`config.mk`:
```
export PLATFORM = sky130hd
export DESIGN_NAME = ctlpin_decoder
export DESIGN_NICKNAME = d
export VERILOG_FILES = /design/src/rtl/ctlpin_pkg.sv /design/src/rtl/ctlpin_sync.sv /design/src/rtl/ctlpin_mode_dec.sv /design/src/rtl/ctlpin_relock.sv /design/src/rtl/ctlpin_decoder.sv
export SDC_FILE = /design/constraint.sdc
export NUM_CORES = 1
export LEC_CHECK = 0
export BUFFER_PORTS_ARGS = -buffer_cell sky130_fd_sc_hd__buf_2
export CAP_MARGIN = 20
export CORE_MARGIN = 5
export CORE_UTILIZATION = 54
export DETAILED_ROUTE_END_ITERATION = 16
export GPL_ROUTABILITY_DRIVEN = 1
export PLACE_DENSITY_LB_ADDON = 0.1
export SLEW_MARGIN = 20
export SYNTH_ARGS = -nofsm -noshare
export SYNTH_HDL_FRONTEND = slang
export SYNTH_SLANG_ARGS = --single-unit
```
`constraint.sdc`:
```
create_clock -name clk -period 8.4 [get_ports clk]
set_clock_uncertainty 0.15 [all_clocks]
set_input_delay 1.68 -clock clk [delete_from_list [all_inputs] [get_ports clk]]
set_output_delay 1.68 -clock clk [all_outputs]
set_load 0.02 [all_outputs]
```
`src/rtl/ctlpin_pkg.sv`:
```
package ctlpin_pkg;

  typedef enum logic [1:0] {
    MODE_FSEL = 2'd0,
    MODE_SUSP = 2'd1,
    MODE_OEN  = 2'd2,
    MODE_SHDN = 2'd3
  } pin_mode_e;

endpackage

```
`src/rtl/ctlpin_sync.sv`:
```
module ctlpin_sync #(
  parameter int   STAGES  = 2,
  parameter logic RST_VAL = 1'b1
) (
  input  logic clk,
  input  logic rst,
  input  logic d,
  output logic q
);
  logic [STAGES-1:0] chain;

  always_ff @(posedge clk) begin
    if (rst) chain <= {STAGES{RST_VAL}};
    else     chain <= {chain[STAGES-2:0], d};
  end

  assign q = chain[STAGES-1];
endmodule

```
`src/rtl/ctlpin_mode_dec.sv`:
```
module ctlpin_mode_dec
  import ctlpin_pkg::*;
#(
  parameter int N_PLL = 3,
  parameter int N_OUT = 3,
  parameter int SRC_W = 2
) (
  input  pin_mode_e              mode,
  input  logic                   pin_lvl,
  input  logic [N_PLL-1:0]       pll_mask,
  input  logic [N_OUT-1:0]       out_mask,
  input  logic [N_OUT*SRC_W-1:0] out_src,
  output logic [N_PLL-1:0]       pll_req,
  output logic [N_OUT-1:0]       out_req,
  output logic                   pd_req,
  output logic                   fs_req
);
  logic             pin_low;
  logic [N_OUT-1:0] out_base;
  logic [N_OUT-1:0] dep_ok;

  assign pin_low = ~pin_lvl;

  always_comb begin
    pll_req  = '1;
    out_base = '1;
    pd_req   = 1'b0;
    fs_req   = 1'b0;
    unique case (mode)
      MODE_FSEL: fs_req = pin_lvl;
      MODE_SUSP: if (pin_low) begin
        pll_req  = ~pll_mask;
        out_base = ~out_mask;
      end
      MODE_OEN:  if (pin_low) out_base = '0;
      MODE_SHDN: if (pin_low) begin
        pll_req  = '0;
        out_base = '0;
        pd_req   = 1'b1;
      end
      default: ;
    endcase
  end

  for (genvar o = 0; o < N_OUT; o++) begin : g_dep
    always_comb begin
      dep_ok[o] = 1'b1;
      for (int p = 0; p < N_PLL; p++) begin
        if (out_src[o*SRC_W +: SRC_W] == SRC_W'(p + 1) && !pll_req[p])
          dep_ok[o] = 1'b0;
      end
    end
  end

  assign out_req = out_base & dep_ok;
endmodule

```
`src/rtl/ctlpin_relock.sv`:
```
module ctlpin_relock #(
  parameter int N_PLL  = 3,
  parameter int LOCK_W = 16
) (
  input  logic              clk,
  input  logic              rst,
  input  logic [N_PLL-1:0]  pll_req,
  input  logic [N_PLL-1:0]  pll_on_q,
  input  logic [LOCK_W-1:0] lock_cycles,
  output logic [N_PLL-1:0]  ready_nxt,
  output logic              busy_nxt
);
  logic [N_PLL-1:0] run_nxt;

  for (genvar p = 0; p < N_PLL; p++) begin : g_pll
    logic [LOCK_W-1:0] cnt;
    logic [LOCK_W-1:0] cnt_nxt;

    always_comb begin
      if (!pll_req[p])
        cnt_nxt = '0;
      else if (!pll_on_q[p])
        cnt_nxt = lock_cycles;
      else if (cnt != '0)
        cnt_nxt = cnt - 1'b1;
      else
        cnt_nxt = '0;
    end

    always_ff @(posedge clk) begin
      if (rst) cnt <= '0;
      else     cnt <= cnt_nxt;
    end

    assign run_nxt[p]   = (cnt_nxt != '0);
    assign ready_nxt[p] = pll_req[p] && (cnt_nxt == '0);
  end

  assign busy_nxt = |run_nxt;
endmodule

```
`src/rtl/ctlpin_decoder.sv`:
```
module ctlpin_decoder
  import ctlpin_pkg::*;
#(
  parameter int N_PLL  = 3,
  parameter int N_OUT  = 3,
  parameter int LOCK_W = 16,
  parameter int SYNC_N = 2,
  localparam int SRC_W = $clog2(N_PLL + 1)
) (
  input  logic                   clk,
  input  logic                   rst,
  input  logic                   pin_in,
  input  logic [1:0]             cfg_mode,
  input  logic [N_PLL-1:0]       cfg_pll_mask,
  input  logic [N_OUT-1:0]       cfg_out_mask,
  input  logic [N_OUT*SRC_W-1:0] cfg_out_src,
  input  logic [LOCK_W-1:0]      cfg_lock_cycles,
  output logic [N_PLL-1:0]       pll_en,
  output logic [N_OUT-1:0]       out_en,
  output logic                   pwr_down,
  output logic                   freq_sel,
  output logic                   lock_wait
);
  logic             pin_s;
  logic [N_PLL-1:0] pll_req;
  logic [N_OUT-1:0] out_req;
  logic             pd_req;
  logic             fs_req;
  logic [N_PLL-1:0] ready_nxt;
  logic             busy_nxt;
  logic [N_OUT-1:0] src_ok;
  pin_mode_e        mode;

  assign mode = pin_mode_e'(cfg_mode);

  ctlpin_sync #(.STAGES(SYNC_N), .RST_VAL(1'b1)) u_sync (
    .clk (clk),
    .rst (rst),
    .d   (pin_in),
    .q   (pin_s)
  );

  ctlpin_mode_dec #(.N_PLL(N_PLL), .N_OUT(N_OUT), .SRC_W(SRC_W)) u_dec (
    .mode     (mode),
    .pin_lvl  (pin_s),
    .pll_mask (cfg_pll_mask),
    .out_mask (cfg_out_mask),
    .out_src  (cfg_out_src),
    .pll_req  (pll_req),
    .out_req  (out_req),
    .pd_req   (pd_req),
    .fs_req   (fs_req)
  );

  ctlpin_relock #(.N_PLL(N_PLL), .LOCK_W(LOCK_W)) u_relock (
    .clk         (clk),
    .rst         (rst),
    .pll_req     (pll_req),
    .pll_on_q    (pll_en),
    .lock_cycles (cfg_lock_cycles),
    .ready_nxt   (ready_nxt),
    .busy_nxt    (busy_nxt)
  );

  // An output fed by a synthesizer waits for that synthesizer's relock.
  for (genvar o = 0; o < N_OUT; o++) begin : g_gate
    always_comb begin
      src_ok[o] = 1'b1;
      for (int p = 0; p < N_PLL; p++) begin
        if (cfg_out_src[o*SRC_W +: SRC_W] == SRC_W'(p + 1))
          src_ok[o] = ready_nxt[p];
      end
    end
  end

  always_ff @(posedge clk) begin
    if (rst) begin
      pll_en    <= '0;
      out_en    <= '0;
      pwr_down  <= 1'b0;
      freq_sel  <= 1'b0;
      lock_wait <= 1'b0;
    end else begin
      pll_en    <= pll_req;
      out_en    <= out_req & src_ok;
      pwr_down  <= pd_req;
      freq_sel  <= fs_req;
      lock_wait <= busy_nxt;
    end
  end
endmodule

```
# == Word-level counts from Yosys, hierarchy flattened ==
# Cells that the tools add are included.
# op_classes
add_sub_neg,3
eq_ne,12
mux,33
n_bitwise,6
reduce_logical,29
# op_table
cell,count
$mux W16,9
$reduce_bool A16 Y1,6
$logic_not A16 Y1,3
$sub A16 B1 Y16 const B,3
$mux W1,19
$eq A2 B2 Y1 const B,8
$logic_and A1 B1 Y1,12
$pmux W3 S2,2
$mux W3,3
$eq A2 B1 Y1 const B,4
$and A3 B3 Y3,2
$not A3 Y3,2
$reduce_or A2 Y1,3
$logic_not A1 Y1,3
$reduce_or A3 Y1,1
$logic_not A2 Y1,1
$not A1 Y1,2
# totals
ff_bits,59
input_bits,33
out_inout_bits,9
elab_cells,92

# == Depth between registers and ports, before layout ==
# Gate-level depths: netlist (run 1).
# logic_depth
depth_word,10
ltp_mapped,10
ltp_nobuf,9

# == Hierarchy ==
# From an unflattened synthesis (run 1), not the netlist that was laid out.
# hier_totals
cells_unflattened,470
hier_area_um2,3763.6
# by_module_without_submodules
mod,n_inst,cells_each,area_each_um2,seq_area_each_um2
ctlpin_relock,1,412,3218.1,960.9
ctlpin_decoder,1,27,316.6,180.2
ctlpin_mode_dec,1,27,176.4,0.0
ctlpin_sync,1,4,52.6,40.0

# == Least setup slack after synthesis (run 1) ==
# Ideal clock, no wire load.
# synth_path
path_type,input-to-reg
startpoint,input cfg_mode[0]
endpoint,register lock_wait
setup_ns,0.144
arrival_time_ns,3.358
required_ns,8.106
setup_slack_ns,4.748
stages,8
path_buffers,1
cell_sequence,nor2b_1 > clkbuf_1 > a21oi_1 > a22oi_1 > a32oi_1 > or2_2 > a221oi_1 > a41oi_1
# synth_between
elab_chain_cells,5
elab_cells_between_ends,10
classes_between,eq/ne (2); mux (4); reduce/logical (4)
# synth_lines
element,line_no,text
start: declaration,ctlpin_decoder.sv:13,"input logic [1:0] cfg_mode,"
$eq A2 B2 Y1 / $eq A2 B1 Y1 (equally long branches),ctlpin_mode_dec.sv:29,unique case (mode)
$pmux W3 S2 *,ctlpin_mode_dec.sv:29,
$mux W16,ctlpin_relock.sv:20,if (!pll_req[p])
$reduce_bool A16 Y1,ctlpin_relock.sv:35,assign run_nxt[p] = (cnt_nxt != '0);
$reduce_or A3 Y1 *,ctlpin_relock.sv:39,assign busy_nxt = |run_nxt;
end signal: assignment,ctlpin_decoder.sv:88,lock_wait <= busy_nxt;
end: declaration,ctlpin_decoder.sv:22,output logic lock_wait
# Mark *: on every way between the ends. The rest lies on a longest branch, timed or not.
# A chain may end at the register's enable or synchronous reset.

# == Worst setup path in the final report (run 1) ==
# layout_path
startpoint,input cfg_mode[0]
endpoint,register out_en[1]
# layout_between
elab_chain_cells,9
elab_cells_between_ends,29
classes_between,eq/ne (3); mux (11); bitwise (2); reduce/logical (13)
# layout_lines
element,line_no,text
$eq A2 B2 Y1 / $eq A2 B1 Y1 (equally long branches),ctlpin_mode_dec.sv:29,
$pmux W3 S2,ctlpin_mode_dec.sv:29,
$mux W16 / $logic_not A1 Y1 (equally long branches),"ctlpin_relock.sv:20, ctlpin_mode_dec.sv:49",
$logic_not A16 Y1 / $logic_and A1 B1 Y1 (equally long branches),"ctlpin_relock.sv:36, ctlpin_mode_dec.sv:49",
$logic_and A1 B1 Y1 / $mux W1 (equally long branches),"ctlpin_relock.sv:36, ctlpin_mode_dec.sv:49",
"$mux W1, on equally long branches (2 in a row)","ctlpin_decoder.sv:70, ctlpin_mode_dec.sv:49",
$mux W1 / $and A3 B3 Y3 (equally long branches),"ctlpin_decoder.sv:70, ctlpin_mode_dec.sv:55",
$and A3 B3 Y3 *,ctlpin_decoder.sv:85,out_en <= out_req & src_ok;
end signal: assignment,ctlpin_decoder.sv:85,
end: declaration,ctlpin_decoder.sv:19,"output logic [N_OUT-1:0] out_en,"
# Marked as above.

==> run summary, run 1 <==
status = completed
Synthesized Nets = 553
setup total negative slack = 0 ns
worst-case reg-to-reg path depth = 9
die width = 95.7 µm
routed length per instance = 18.2 µm
Peak VDD IR = 0.0880 mV
R2R Path Start = u_relock.g_pll[1].cnt[0]
type of the worst setup path = in2reg
Final Hold Fails = 0
CP Capture Type = register
met3 WL post-DR = 1060 µm
Post-Syn Instances = 515
Starting Density = 55.0%
WL final = 11,700 µm
Synth Warn # = 0
hold buffer count at cts = 0
final setup fails = 0
leading area contributor after synthesis = dfxtp_1
vias after detailed routing = 4,156
worst min path class = reg2reg
vias in the first global route = 3,879
share of the synthesized area in the top cell type = 29.8%
dpl hpwl = 8620 µm
synthesis-to-layout area growth = 11.5%
Post-Syn Area per Cell = 7.70 µm²
Crit Path Max Fanout = 12
# port buffers = 41
layout cells sized above 1 = 15.0%
Inst Count DP = 629
Num CTS Buffers = 9
worst setup path endpoint = out_en[1]
worst skew pair latency = 0.34 ns
R2R Setup Slk = 5.13 ns
Main synth FF type = dfxtp_1
top layer in use = met4
post-route clock period utilization = 49.6%
flip-flop and latch area = 1180 µm²
CTS max path bufs = 2
Final Critical Period = 4.17 ns
CP Launch Point = cfg_mode[0]
Synth top cells by count = dfxtp_1, nor2_1, a21oi_1, nand2_1, nor4_1
Post-Layout Cell Count = 645
RSZ-0062 raised after global routing = no
DR pass1 iterations = 5
Core ar. = 7210 µm²
Max Cap Violations = 0
DRC Markers = 0
H-Tree Depth = 3
Detail Route Antenna Nets = 0
Synth cell types = 67
via density per instance = 6.44
first-pass GRT wire length = 19,000 µm
gpl congestion = 0.924
Final Max Slew Viols = 0
RR Endpoint = out_en[1]
postcts setup bufs = 0
met2 WL = 5310 µm
crit path DAT = 4.29 ns
post-CTS sizing = 0
antenna fix cells = 0
synth top area cells = dfxtp_1, nor2_1, a21oi_1
number of synthesized register bits = 59
post-synthesis sequential area ratio = 29.8%
clock-pin slew on the worst setup and hold paths = 0.07 ns
largest net degree at the start of global routing = 37
Util after Layout = 61.3%
Syn Std Cell Area = 3970 µm²
Max Fclk = 240 MHz
Worst-Margin Slew = 0.881 ns
total die area = 9160 µm²
DRT met1 WL = 5110 µm
CTS tree = built
Static Leak = 1.73 nW
grt total ovfl = 0
most common cell in the netlist = dfxtp_1
crit start category = input pin
initial antenna violation count = 0
async set-reset flop share out of synthesis = 0%
Place WS = 4.02 ns
DIE HEIGHT = 95.7 µm
PnR worst setup slack = 4.23 ns
Worst Path Required = 8.52 ns
gr usage total = 26.7%
Ports = 42
clock root buffer = clkbuf_8
clk sink count = 59
pwr dens = 208 nW/µm²
row count = 31
number of synthesized flops with an enable pin = 0
Multi-input gate area = 2570 µm²
FILL cells = 657
Slew HR = 41.1%
Nets = 579
total power = 0.922 mW
drt first-iter violations = 357
==> metal layers <==
layer  vias up  track usage (%)
met5         -                0
met1      1947             36.7
met3        23             5.94
met4         0             8.29
li1       1979                -
met2       207             41.5
==> report_power, final <==
part           switching [mW]  leakage (nW)  internal (mW)  total (mW)
Sequential             0.0358         0.489          0.305       0.341
Clock                   0.116         0.122          0.200       0.316
Combinational           0.158          1.12          0.108       0.266
Total                   0.310          1.73          0.612       0.922
==> logic make-up (layout without fill, tap and decap cells) <==
kind of cell | count (synthesis) | after routing | synth area share (%)
muxes | 4 | 4 | 1.01
and+or+nand+nor | 241 | 241 | 34.0
AOI/OAI and AO/OA | 134 | 134 | 23.4
DFF | 59 | 59 | 29.8
adders and majority gates | 5 | 5 | 1.58
buffers and inverters | 51 | 82 | 5.55
xor gates and xnor gates | 21 | 21 | 4.64
==> critical path, cell delays in order <==
cell and delay, ns:
buf_2 0.12, nor2b_1 0.64, nand2_1 0.35, and3_1 0.36, nor2b_1 0.19, nor4_1 0.55, a21oi_1 0.16, a211oi_2 0.23
==> cells in the final DEF (no fill, tap or decap), types with 14 or more instances in the layout <==
cell type / n
nor2_1: 55
dfxtp_1: 59
inv_1: 22
buf_2: 41
xnor2_1: 14
nor4_1: 23
nand3_1: 18
nor3_1: 18
nand2_1: 31
a21oi_1: 41
==> final cells by class <==
type / instances / area share (%)
multi-input cells: 405 / 58.0
flip-flops and latches: 59 / 26.7
repair buffers: 43 / 4.98
clock buffers: 13 / 4.04
well taps: 99 / 2.80
inverters: 23 / 1.95
clock inverters: 3 / 1.53
==> worst min-delay path by stage <==
stage	from	end	slack, ns	cells after the start
2_1_floorplan	u_sync.chain[0]	u_sync.chain[1]	0.24	1
3_3_place_gp	u_sync.chain[0]	u_sync.chain[1]	0.24	1
3_5_place_dp	u_sync.chain[0]	u_sync.chain[1]	0.24	1
4_1_cts	u_sync.chain[0]	u_sync.chain[1]	0.26	1
5_1_grt	u_sync.chain[0]	u_sync.chain[1]	0.28	1
6_report	u_sync.chain[0]	u_sync.chain[1]	0.26	1
==> sequential cells by signal (all words and copies together) (netlist names) <==
register,cells
pll_en,3
u_sync.chain,2
lock_wait,1
out_en,3
u_relock.g_pll.cnt,48
freq_sel,1
pwr_down,1
==> metrics by stage <==
stage,hold slack [ns],instance area (µm²)
floorplan,0.239,3970
global placement,0.244,4180
detailed placement,0.244,4180
CTS,0.261,4420
global route,0.282,4420
finish,0.259,4420
Power figures use the tool's default switching activity.
==> inputs of run 2 (changes only) <==
==> constraint.sdc (replaced) <==
create_clock -name clk -period 3.7 [get_ports clk]
set_clock_uncertainty 0.15 [all_clocks]
set_input_delay 0.74 -clock clk [delete_from_list [all_inputs] [get_ports clk]]
set_output_delay 0.74 -clock clk [all_outputs]
set_load 0.02 [all_outputs]
==> run 2 against run 1 <==
Total power increased by 110%. Setup slack lost 3.7 ns. Via count is 1.7% higher. Combinational power up 120%. Critical path depth increased by 1. Core utilization decreased by 0.24 points. Register-to-register slack got worse by 4.6 ns. Highest routed layer unchanged.
==> run summary, run 2 (synthesis gave the netlist of run 1 again) <==
status = completed
H-Tree Depth = 3 (unchanged)
Final Critical Period = 3.13 ns
Max Fclk = 320 MHz
dpl hpwl = 8730 µm (+1.2%)
CTS max path bufs = 2 (unchanged)
postcts setup bufs = 0 (unchanged)
post-CTS sizing = 0 (unchanged)
crit path DAT = 3.25 ns (-1.04 ns)
Crit Path Max Fanout = 7 (-5)
PnR worst setup slack = 0.571 ns (-3.66 ns)
post-route clock period utilization = 84.6%
Peak VDD IR = 0.207 mV (+140%)
gpl congestion = 0.998 (+7.9%)
Num CTS Buffers = 9 (unchanged)
# port buffers = 41 (unchanged)
Worst-Margin Slew = 0.980 ns (+0.0992 ns)
FILL cells = 714 (+8.7%)
Slew HR = 34.6% (-6.6 points)
Ports = 42 (unchanged)
largest reg by FF count = u_relock.g_pll.cnt
setup total negative slack = 0 ns (unchanged)
Final Max Slew Viols = 0 (unchanged)
type of the worst setup path = reg2reg
Max Cap Violations = 0 (unchanged)
first-pass GRT wire length = 19,500 µm (+2.6%)
clock-pin slew on the worst setup and hold paths = 0.07 ns (about the same)
row count = 31 (unchanged)
antenna fix cells = 0 (unchanged)
WL final = 12,200 µm (+4.1%)
Detail Route Antenna Nets = 0 (unchanged)
clock root buffer = clkbuf_8
DRC Markers = 0 (unchanged)
Place WS = 0.592 ns (-3.43 ns)
via density per instance = 6.51 (+1.0%)
commonest non-fill, non-tap cell in the layout = dfxtp_1
Post-Layout Cell Count = 649 (+0.62%)
routed length per instance = 18.8 µm (+3.5%)
Starting Density = 55.0% (unchanged)
total die area = 9160 µm² (unchanged)
layout cells sized above 1 = 15.6% (+0.62 points)
vias after detailed routing = 4,225 (+1.7%)
most frequent cells in the layout = dfxtp_1, nor2_1, a21oi_1, buf_2, nand2_1
die width = 95.7 µm (unchanged)
clk sink count = 59 (unchanged)
Final Hold Fails = 0 (unchanged)
RSZ-0062 raised after global routing = no
Static Leak = 1.73 nW (-0.28%)
worst min path class = reg2reg
final setup fails = 0 (unchanged)
crit start category = register
Inst Count DP = 633 (+0.64%)
worst skew pair latency = 0.36 ns (+0.02 ns)
pwr dens = 448 nW/µm² (+110%)
grt total ovfl = 0 (unchanged)
number of flip-flops under the largest register name = 48 (unchanged)
Nets = 583 (+0.69%)
Core ar. = 7210 µm² (unchanged)
vias in the first global route = 3,827 (-1.3%)
top flop regs = u_relock.g_pll.cnt x48, out_en x3, pll_en x3
hold buffer count at cts = 0 (unchanged)
CTS tree = built
drt first-iter violations = 351 (-1.7%)
initial antenna violation count = 0 (unchanged)
CP Capture Type = register
synthesis-to-layout area growth = 11.1%
gr usage total = 27.5% (+0.82 points)
largest net degree at the start of global routing = 37 (unchanged)
DIE HEIGHT = 95.7 µm (unchanged)
DR pass1 iterations = 6 (+1)
Util after Layout = 61.1% (-0.24 points)
Worst Path Required = 3.82 ns (-4.70 ns)
-- run 2: cell type report --
class                      count  area [µm²]  area share [%]
clock buffer                  13         179            4.06
tap                           99         124            2.81
sequential                    59        1180            26.8
inverter                      23        86.3            1.96
multi-input combinational    405        2570            58.2
clock inverter                 3        20.0           0.454
timing repair buffer          47         250            5.68
-- run 2: final timing paths --
kind                            startpoint              end  slack (ns)  cells after the start
setup / recovery  u_relock.g_pll[1].cnt[0]        out_en[2]        0.57                      9
hold / removal             u_sync.chain[0]  u_sync.chain[1]        0.27                      1
setup reg to reg  u_relock.g_pll[1].cnt[0]        out_en[2]        0.57                      9
hold reg to reg            u_sync.chain[0]  u_sync.chain[1]        0.27                      1
-- run 2: where the power goes --
group | leakage, nW | internal, mW | switching [mW]
sequential | 0.489 | 0.692 | 0.0900
combinational | 1.14 | 0.247 | 0.351
clock | 0.0977 | 0.315 | 0.280
-- run 2: critical path: stages (launching register included) --
cell and delay (ns):
dfxtp_1 0.35, inv_1 0.11, ha_1 0.22, nor3b_1 0.64, a31oi_1 0.16, o211ai_1 0.24
nand4_1 0.14, a2111oi_1 0.61, a31oi_1 0.19, a211oi_2 0.23
-- run 2: metal layers --
metal  GRT usage (%)  wire [µm]  part of all wire, %
met3            4.85        993                  8.1
met2            42.2       5500                   45
met5               0          0                    0
met1            37.9       5320                   44
met4            11.5        389                  3.2
-- run 2: metrics by stage --
| stage | cell area [µm²] | power (mW) | hold slack, ns |
|---|---|---|---|
| floorplan | 3970 | 1.23 | 0.239 |
| global placement | 4210 | 1.37 | 0.248 |
| detailed placement | 4210 | 1.37 | 0.254 |
| CTS | 4410 | 1.96 | 0.274 |
| global route | 4410 | 2.08 | 0.301 |
| finish | 4410 | 1.97 | 0.269 |
